--- src/rtl/enc_pkg.sv ---
// Shared types for the encoder counter.
package enc_pkg;
    // Count mode, taken from mode byte bits [1:0].
    typedef enum logic [1:0] {
        MODE_X4   = 2'b00,
        MODE_X1   = 2'b01,
        MODE_PDIR = 2'b10,
        MODE_HOLD = 2'b11
    } cnt_mode_t;
endpackage

--- src/rtl/enc_input_cond.sv ---
// Conditions one encoder line: a two-flop synchronizer, then an optional
// run-length filter. Assumes din is asynchronous to clk. When the filter is
// enabled, a new level is accepted only after the synchronized line has
// differed from the held level for FILT_LEN clocks in a row.
module enc_input_cond #(
    parameter int FILT_LEN = 4
) (
    input  logic clk,
    input  logic rst_n,
    input  logic din,
    input  logic filt_en,
    output logic lvl
);
    localparam int RW = $clog2(FILT_LEN + 1);

    logic          sync1, sync2;
    logic [RW-1:0] run;

    // Bring the line into the clock domain.
    always_ff @(posedge clk) begin
        if (!rst_n) begin
            sync1 <= 1'b0;
            sync2 <= 1'b0;
        end else begin
            sync1 <= din;
            sync2 <= sync1;
        end
    end

    // Accept the new level at once, or after a full run when filtering.
    always_ff @(posedge clk) begin
        if (!rst_n) begin
            lvl <= 1'b0;
            run <= '0;
        end else if (!filt_en) begin
            lvl <= sync2;
            run <= '0;
        end else if (sync2 == lvl) begin
            run <= '0;
        end else if (run == RW'(FILT_LEN - 1)) begin
            lvl <= sync2;
            run <= '0;
        end else begin
            run <= run + RW'(1);
        end
    end

    // under a steady filter, the level moves only to the value the synchronizer held.
    a_r11_filter_source: assert property (@(posedge clk) disable iff (!rst_n)
        (filt_en && $past(filt_en) && (lvl != $past(lvl))) |-> (lvl == $past(sync2)));
endmodule

--- src/rtl/enc_step_decode.sv ---
// Turns conditioned A/B levels into one-cycle up/down step strobes for the
// selected mode. Assumes a and b are already synchronous to clk.
module enc_step_decode
    import enc_pkg::*;
(
    input  logic      clk,
    input  logic      rst_n,
    input  logic      a,
    input  logic      b,
    input  cnt_mode_t mode,
    output logic      step_up,
    output logic      step_dn
);
    logic a_p, b_p;
    logic chg_a, chg_b, a_rise;

    // Remember the previous levels for edge detection.
    always_ff @(posedge clk) begin
        if (!rst_n) begin
            a_p <= 1'b0;
            b_p <= 1'b0;
        end else begin
            a_p <= a;
            b_p <= b;
        end
    end

    // Decode one step, or none, from the current and previous levels.
    always_comb begin
        chg_a   = a ^ a_p;
        chg_b   = b ^ b_p;
        a_rise  = a & ~a_p;
        step_up = 1'b0;
        step_dn = 1'b0;
        case (mode)
            MODE_X4: begin
                if (chg_a ^ chg_b) begin
                    step_up = a ^ b_p;
                    step_dn = ~(a ^ b_p);
                end
            end
            MODE_X1, MODE_PDIR: begin
                step_up = a_rise & ~b;
                step_dn = a_rise & b;
            end
            default: begin
                step_up = 1'b0;
                step_dn = 1'b0;
            end
        endcase
    end

    // never both directions in one cycle.
    a_r2_one_direction: assert property (@(posedge clk) disable iff (!rst_n)
        $onehot0({step_up, step_dn}));
endmodule

--- src/rtl/enc_pos_core.sv ---
// Holds the signed position count, the load and zero commands, and the sticky
// wrap flags with their travel-based auto clear. Assumes step_up and step_dn
// are never high together and all commands are synchronous to clk.
module enc_pos_core #(
    parameter int CNT_W      = 32,
    parameter int CLR_TRAVEL = 5000
) (
    input  logic             clk,
    input  logic             rst_n,
    input  logic             step_up,
    input  logic             step_dn,
    input  logic [CNT_W-1:0] preset,
    input  logic             set_cmd,
    input  logic             clr_cnt,
    input  logic             clr_flags,
    output logic [CNT_W-1:0] count,
    output logic             ovf,
    output logic             unf,
    output logic             set_done
);
    localparam logic [CNT_W-1:0] MAXP = {1'b0, {(CNT_W-1){1'b1}}};
    localparam logic [CNT_W-1:0] MINN = {1'b1, {(CNT_W-1){1'b0}}};
    localparam int TW = $clog2(CLR_TRAVEL + 1);

    logic          set_q, set_rise, eff_up, eff_dn, wrap_up, wrap_dn;
    logic [TW-1:0] trav_o, trav_u;

    assign set_rise = set_cmd & ~set_q;
    assign eff_up   = step_up & ~clr_cnt & ~set_rise;
    assign eff_dn   = step_dn & ~clr_cnt & ~set_rise;
    assign wrap_up  = eff_up & (count == MAXP);
    assign wrap_dn  = eff_dn & (count == MINN);

    // Edge detector for the load command.
    always_ff @(posedge clk) begin
        if (!rst_n) set_q <= 1'b0;
        else        set_q <= set_cmd;
    end

    // Count update: zero beats load, load beats stepping.
    always_ff @(posedge clk) begin
        if (!rst_n)        count <= '0;
        else if (clr_cnt)  count <= '0;
        else if (set_rise) count <= preset;
        else if (eff_up)   count <= count + CNT_W'(1);
        else if (eff_dn)   count <= count - CNT_W'(1);
    end

    // Load-done status bit.
    always_ff @(posedge clk) begin
        if (!rst_n)        set_done <= 1'b0;
        else if (clr_cnt)  set_done <= 1'b0;
        else if (set_rise) set_done <= 1'b1;
    end

    // Positive-wrap flag and its travel counter.
    always_ff @(posedge clk) begin
        if (!rst_n || clr_flags) begin
            ovf    <= 1'b0;
            trav_o <= '0;
        end else if (wrap_up) begin
            ovf    <= 1'b1;
            trav_o <= '0;
        end else if (ovf && eff_up) begin
            if (trav_o == TW'(CLR_TRAVEL)) ovf <= 1'b0;
            else                           trav_o <= trav_o + TW'(1);
        end else if (ovf && eff_dn && (trav_o != '0)) begin
            trav_o <= trav_o - TW'(1);
        end
    end

    // Negative-wrap flag and its travel counter.
    always_ff @(posedge clk) begin
        if (!rst_n || clr_flags) begin
            unf    <= 1'b0;
            trav_u <= '0;
        end else if (wrap_dn) begin
            unf    <= 1'b1;
            trav_u <= '0;
        end else if (unf && eff_dn) begin
            if (trav_u == TW'(CLR_TRAVEL)) unf <= 1'b0;
            else                           trav_u <= trav_u + TW'(1);
        end else if (unf && eff_up && (trav_u != '0)) begin
            trav_u <= trav_u - TW'(1);
        end
    end

    // zero command empties the count and the done bit.
    a_r7_zero: assert property (@(posedge clk) disable iff (!rst_n)
        clr_cnt |=> (count == '0) && !set_done);
    // a load edge copies the preset.
    a_r6_load: assert property (@(posedge clk) disable iff (!rst_n)
        (set_rise && !clr_cnt) |=> (count == $past(preset)) && set_done);
    // without steps or commands the count holds.
    a_r5_hold: assert property (@(posedge clk) disable iff (!rst_n)
        (!step_up && !step_dn && !clr_cnt && !set_rise) |=> $stable(count));
    // flags rise only at the wrap points.
    a_r8_ovf_at_max: assert property (@(posedge clk) disable iff (!rst_n)
        $rose(ovf) |-> ($past(count) == MAXP));
    a_r8_unf_at_min: assert property (@(posedge clk) disable iff (!rst_n)
        $rose(unf) |-> ($past(count) == MINN));
    // flag clear empties both flags.
    a_r10_flag_clear: assert property (@(posedge clk) disable iff (!rst_n)
        clr_flags |=> !ovf && !unf);
    // an auto clear of the positive flag follows an up step.
    a_r9_auto_clear: assert property (@(posedge clk) disable iff (!rst_n)
        ($fell(ovf) && !$past(clr_flags)) |-> $past(step_up));
endmodule

--- src/rtl/enc_counter.sv ---
// Top of the encoder counter: conditions the three encoder lines, decodes
// steps for the selected mode and keeps the signed count with wrap flags.
// Assumes the encoder lines are asynchronous and all commands are synchronous.
module enc_counter
    import enc_pkg::*;
#(
    parameter int CNT_W      = 32,
    parameter int FILT_LEN   = 4,
    parameter int CLR_TRAVEL = 5000
) (
    input  logic             clk,
    input  logic             rst_n,
    input  logic             enc_a,
    input  logic             enc_b,
    input  logic             enc_c,
    input  logic [7:0]       cfg_mode,
    input  logic [CNT_W-1:0] preset_val,
    input  logic             load_cmd,
    input  logic             zero_cmd,
    input  logic             flag_clr_cmd,
    output logic [CNT_W-1:0] pos_count,
    output logic             lvl_a,
    output logic             lvl_b,
    output logic             lvl_c,
    output logic             wrap_hi_flag,
    output logic             wrap_lo_flag,
    output logic             load_done
);
    localparam int NLINE = 3;

    logic [NLINE-1:0] raw_in, lvl;
    logic             up, dn, filt_en;
    cnt_mode_t        mode;
    logic             cfg_unused;

    assign raw_in     = {enc_c, enc_b, enc_a};
    assign filt_en    = cfg_mode[7];
    assign mode       = cnt_mode_t'(cfg_mode[1:0]);
    assign cfg_unused = ^cfg_mode[6:2];

    // One conditioner per encoder line.
    for (genvar i = 0; i < NLINE; i++) begin : g_line
        enc_input_cond #(.FILT_LEN(FILT_LEN)) u_cond (
            .clk     (clk),
            .rst_n   (rst_n),
            .din     (raw_in[i]),
            .filt_en (filt_en),
            .lvl     (lvl[i])
        );
    end

    enc_step_decode u_dec (
        .clk     (clk),
        .rst_n   (rst_n),
        .a       (lvl[0]),
        .b       (lvl[1]),
        .mode    (mode),
        .step_up (up),
        .step_dn (dn)
    );

    enc_pos_core #(.CNT_W(CNT_W), .CLR_TRAVEL(CLR_TRAVEL)) u_core (
        .clk       (clk),
        .rst_n     (rst_n),
        .step_up   (up),
        .step_dn   (dn),
        .preset    (preset_val),
        .set_cmd   (load_cmd),
        .clr_cnt   (zero_cmd),
        .clr_flags (flag_clr_cmd),
        .count     (pos_count),
        .ovf       (wrap_hi_flag),
        .unf       (wrap_lo_flag),
        .set_done  (load_done)
    );

    assign lvl_a = lvl[0];
    assign lvl_b = lvl[1];
    assign lvl_c = lvl[2];

    // the reserved mode produces no steps.
    a_r5_reserved_idle: assert property (@(posedge clk) disable iff (!rst_n)
        (mode == MODE_HOLD) |-> (!up && !dn));
endmodule

--- config.mk ---
export PLATFORM = sky130hd
export DESIGN_NAME = enc_counter
export DESIGN_NICKNAME = d
export VERILOG_FILES = /design/src/rtl/enc_pkg.sv /design/src/rtl/enc_input_cond.sv /design/src/rtl/enc_step_decode.sv /design/src/rtl/enc_pos_core.sv /design/src/rtl/enc_counter.sv
export SDC_FILE = /design/constraint.sdc
export NUM_CORES = 1
export LEC_CHECK = 0
export CORE_ASPECT_RATIO = 1.75
export CORE_UTILIZATION = 40
export CTS_BUF_LIST = sky130_fd_sc_hd__clkbuf_8
export CTS_CLUSTER_SIZE = 12
export DETAILED_ROUTE_END_ITERATION = 8
export GPL_TIMING_DRIVEN = 0
export PLACE_DENSITY = 0.66
export SYNTH_ARGS = -nofsm -noshare
export SYNTH_HDL_FRONTEND = slang
export SYNTH_HIERARCHICAL = 1
export SYNTH_SLANG_ARGS = --single-unit
--- constraint.sdc ---
create_clock -name clk -period 10.7 [get_ports clk]
set_clock_uncertainty 0.1 [all_clocks]
set_input_delay 1.07 -clock clk [delete_from_list [all_inputs] [get_ports clk]]
set_output_delay 1.07 -clock clk [all_outputs]
set_load 0.03 [all_outputs]
==> results.ini <==
[cells_and_area]
stdcell_area_um2 = 7690
multi_input_area_um2 = 4570
syn_to_final_growth_pct = 20.2
register_area_um2 = 1640
n_fill_cell = 1518
nNetsFinal = 982
antenna_cells = 0
drive_gt1_share_pct = 5.61

[cts]
cts_setup_buffers = 0
clockRootBuffer = clkbuf_8
cts_resized = 0
cts_made_buffers = 9
insertion_delay_ns = 0.36
cts_tree = yes
cts_max_level = 3
clk_pin_slew_worst_paths_ns = 0.10
ctsHoldBuffers = 0
clk_path_buf_depth = 2
clkSinkCount = 82

[global_routing]
grt_usage_pct = 23.1
grt_pass1_vias = 6181
grt_pass1_wl_um = 30200
antenna_found_initial = 0
grt_max_degree = 39
grt-ovfl-total = 0

[detailed_routing]
antenna_left = 0
first_pass_iters = 7
vias = 6228
wl_per_cell_um = 18.0
routed_wl_um = 19100
drt_iter0_drc = 261
drc = 2
vias_per_cell = 5.88

[yosys]
ys_top_cells_by_area = dfxtp_1, ha_1, nand2_1
synthFlopType = dfxtp_1
ys_seq_area_share_pct = 25.7
syn_inst = 778
avgSynthCellArea_um2 = 8.22
ys_warn_count = 6
yosysTopAreaCell = dfxtp_1
synth-edff-count = 0
synth_top_area_share_pct = 25.7
ys_seq_elements = 82
async_flop_share_pct = 0
syn-num-nets = 891
syn_area_um2 = 6400
synth_cell_types = 84

[power]
power.internal_mw = 0.575
combPwrFrac_pct = 25.4
power.switching_mw = 0.254
p_sw_share_pct = 30.6
peakVddDrop_v = 0.0000765
seq_power_share_pct = 38.8
p_leak_nw = 3.03
power.share.clock_pct = 35.8
p_per_area_nw_per_um2 = 108

[outcome]
violations = design-rule violations
status = complete, but fails checks

[floorplanning]
fp.dieH_um = 169
die_x_um = 97.6
coreArea_um2 = 15500
ios = 86
dieArea_um2 = 16500
start_util_pct = 41.2
rows = 60

[placed_design]
numPortBuffers = 80
place_area_um2 = 7430
hpwl_um = 14800
gp_congestion = 0.905

[timing]
worst_slew_pin_slew_ns = 0.829
setup_viol_count_final = 0
final.setup.tns_ns = 0
max_slew_margin_pct = 44.6
hold_viol_final = 0
slew_violations = 0
rsz0062_at_grt = false
period_share_pct = 51.5
finalCriticalPeriod_ns = 5.51
fmax_mhz = 182

[worst_setup_path]
worstSetupPathType = in2reg
cp-start-kind = input pin
arrival_ns = 5.66
crit_required_ns = 10.85
path_max_fanout = 38
crit_path_end_kind = register

[hold_path]
hold_class = reg2reg

[run]
drv_cap = 0

[flip-flops by register name, summed over array words and instances (netlist names)]
register / count
u_core/count: 32
u_dec/b_p: 1
g_line.u_cond/sync1: 3
u_core/trav_u: 13
u_core/set_done: 1
g_line.u_cond/lvl: 3
u_core/unf: 1
u_core/set_q: 1
u_dec/a_p: 1
u_core/trav_o: 13
g_line.u_cond/sync2: 3
u_core/ovf: 1
g_line.u_cond/run: 9
[logic make-up after synthesis]
| logic type | count (synthesis) | share of synthesized area, % |
|---|---|---|
| compound gates | 217 | 23.8 |
| xor+xnor | 44 | 6.14 |
| fa+ha+maj | 65 | 13.1 |
| buf+inv | 44 | 2.93 |
| flops | 82 | 25.7 |
| mux | 26 | 4.09 |
| simple gates | 300 | 24.3 |
[cell usage after synthesis (3+ instances only)]
cell type,instances
a31oi_1,11
fa_1,3
o21ai_0,40
a221o_1,4
a211oi_1,14
nand2b_1,12
clkbuf_1,19
a21oi_1,50
nand2_1,76
nor3_1,20
and2_1,12
nor3b_1,4
ha_1,62
nor4b_1,8
o211a_1,3
dfxtp_1,82
or3_1,15
a311oi_1,6
a31o_1,3
o311ai_0,4
nand3b_1,4
a21o_1,23
nand3_1,19
o22ai_1,3
nor2_1,67
inv_1,18
o21a_1,8
and3_1,7
buf_2,3
xnor2_1,31
nor4_1,12
o31ai_1,4
nor2b_1,9
o21bai_1,5
xor2_1,12
o21ai_1,6
nand4_1,16
mux2i_1,25
[layout make-up]
cell class / instances / area share [%]
repair buffers: 80 / 10.4
well taps: 186 / 3.03
clock buffers: 11 / 1.97
clock inverters: 5 / 1.40
plain buffers: 26 / 1.56
flip-flops and latches: 82 / 21.3
inverters: 18 / 0.879
multi-input cells: 652 / 59.4
[routing by layer]
metal	vias up	global-route usage (%)	share of wire, %
li1	3065	-	-
met1	2941	22.7	37
met2	170	45.9	55
met3	52	2.10	3.3
met4	0	13.9	4.7
met5	-	0	0
[power by group through the flow]
stage,Sequential [mW],Combinational [mW],Clock (mW)
after global routing,0.323,0.229,0.313
after CTS,0.322,0.207,0.304
after detailed placement,0.329,0.206,0
after floorplan,0.337,0.133,0
final,0.322,0.211,0.296
after global placement,0.329,0.205,0
[critical path, cell delays in order]
cell             delay [ns]
clkdlybuf4s50_1        0.50
inv_1                  0.05
ha_1                   0.27
nand3b_1               0.10
o22ai_1                0.26
nand2b_4               0.08
nand2b_4               0.14
buf_6                  0.20
inv_1                  0.20
nand2_1                0.39
fa_1                   0.55
a21o_1                 0.17
a21o_1                 0.23
a2111oi_4              0.38
nor3_1                 0.12
nor3_1                 0.27
o21ai_0                0.13
a21boi_1               0.19
mux2_1                 0.33
[stage by stage]
step | total power, mW | utilization [%] | instances | hold slack, ns | worst slack (ns)
floorplan | 0.469 | - | 778 | 0.307 | 5.94
global placement | 0.534 | 47.8 | 1044 | 0.316 | 4.87
global route | 0.864 | 49.5 | 1060 | 0.354 | 4.88
finish | 0.829 | 49.5 | 1060 | 0.336 | 5.19
CTS | 0.833 | 49.5 | 1060 | 0.338 | 5.16
detailed placement | 0.535 | 47.8 | 1044 | 0.323 | 4.78
[path summary, 6_finish.rpt]
kind / start / end / slack, ns / depth (start not counted)
worst max-delay path: cfg_mode[0] / u_core/trav_o[12]$_SDFFE_PP0P_ / 5.19 / 19
worst min-delay path: g_line[1].u_cond/run[0]$_SDFF_PP0_ / g_line[1].u_cond/run[0]$_SDFF_PP0_ / 0.34 / 1
worst max register to register: g_line[0].u_cond/lvl$_SDFFE_PN0P_ / u_core/trav_o[12]$_SDFFE_PP0P_ / 5.70 / 18
worst min register to register: g_line[1].u_cond/run[0]$_SDFF_PP0_ / g_line[1].u_cond/run[0]$_SDFF_PP0_ / 0.34 / 1
[layout by cell type, fill, tap and decap left out, types with 16 or more instances in the layout]
master           instances
nand4_1                 16
dfxtp_1                 82
inv_1                   18
clkdlybuf4s50_1         80
ha_1                    62
a21o_1                  23
nand2_1                 76
a21oi_1                 50
o21ai_0                 40
clkbuf_1                19
nand3_1                 19
xnor2_1                 31
mux2i_1                 25
nor2_1                  67
nor3_1                  20
Note: power is estimated with default switching activity, not from simulation.
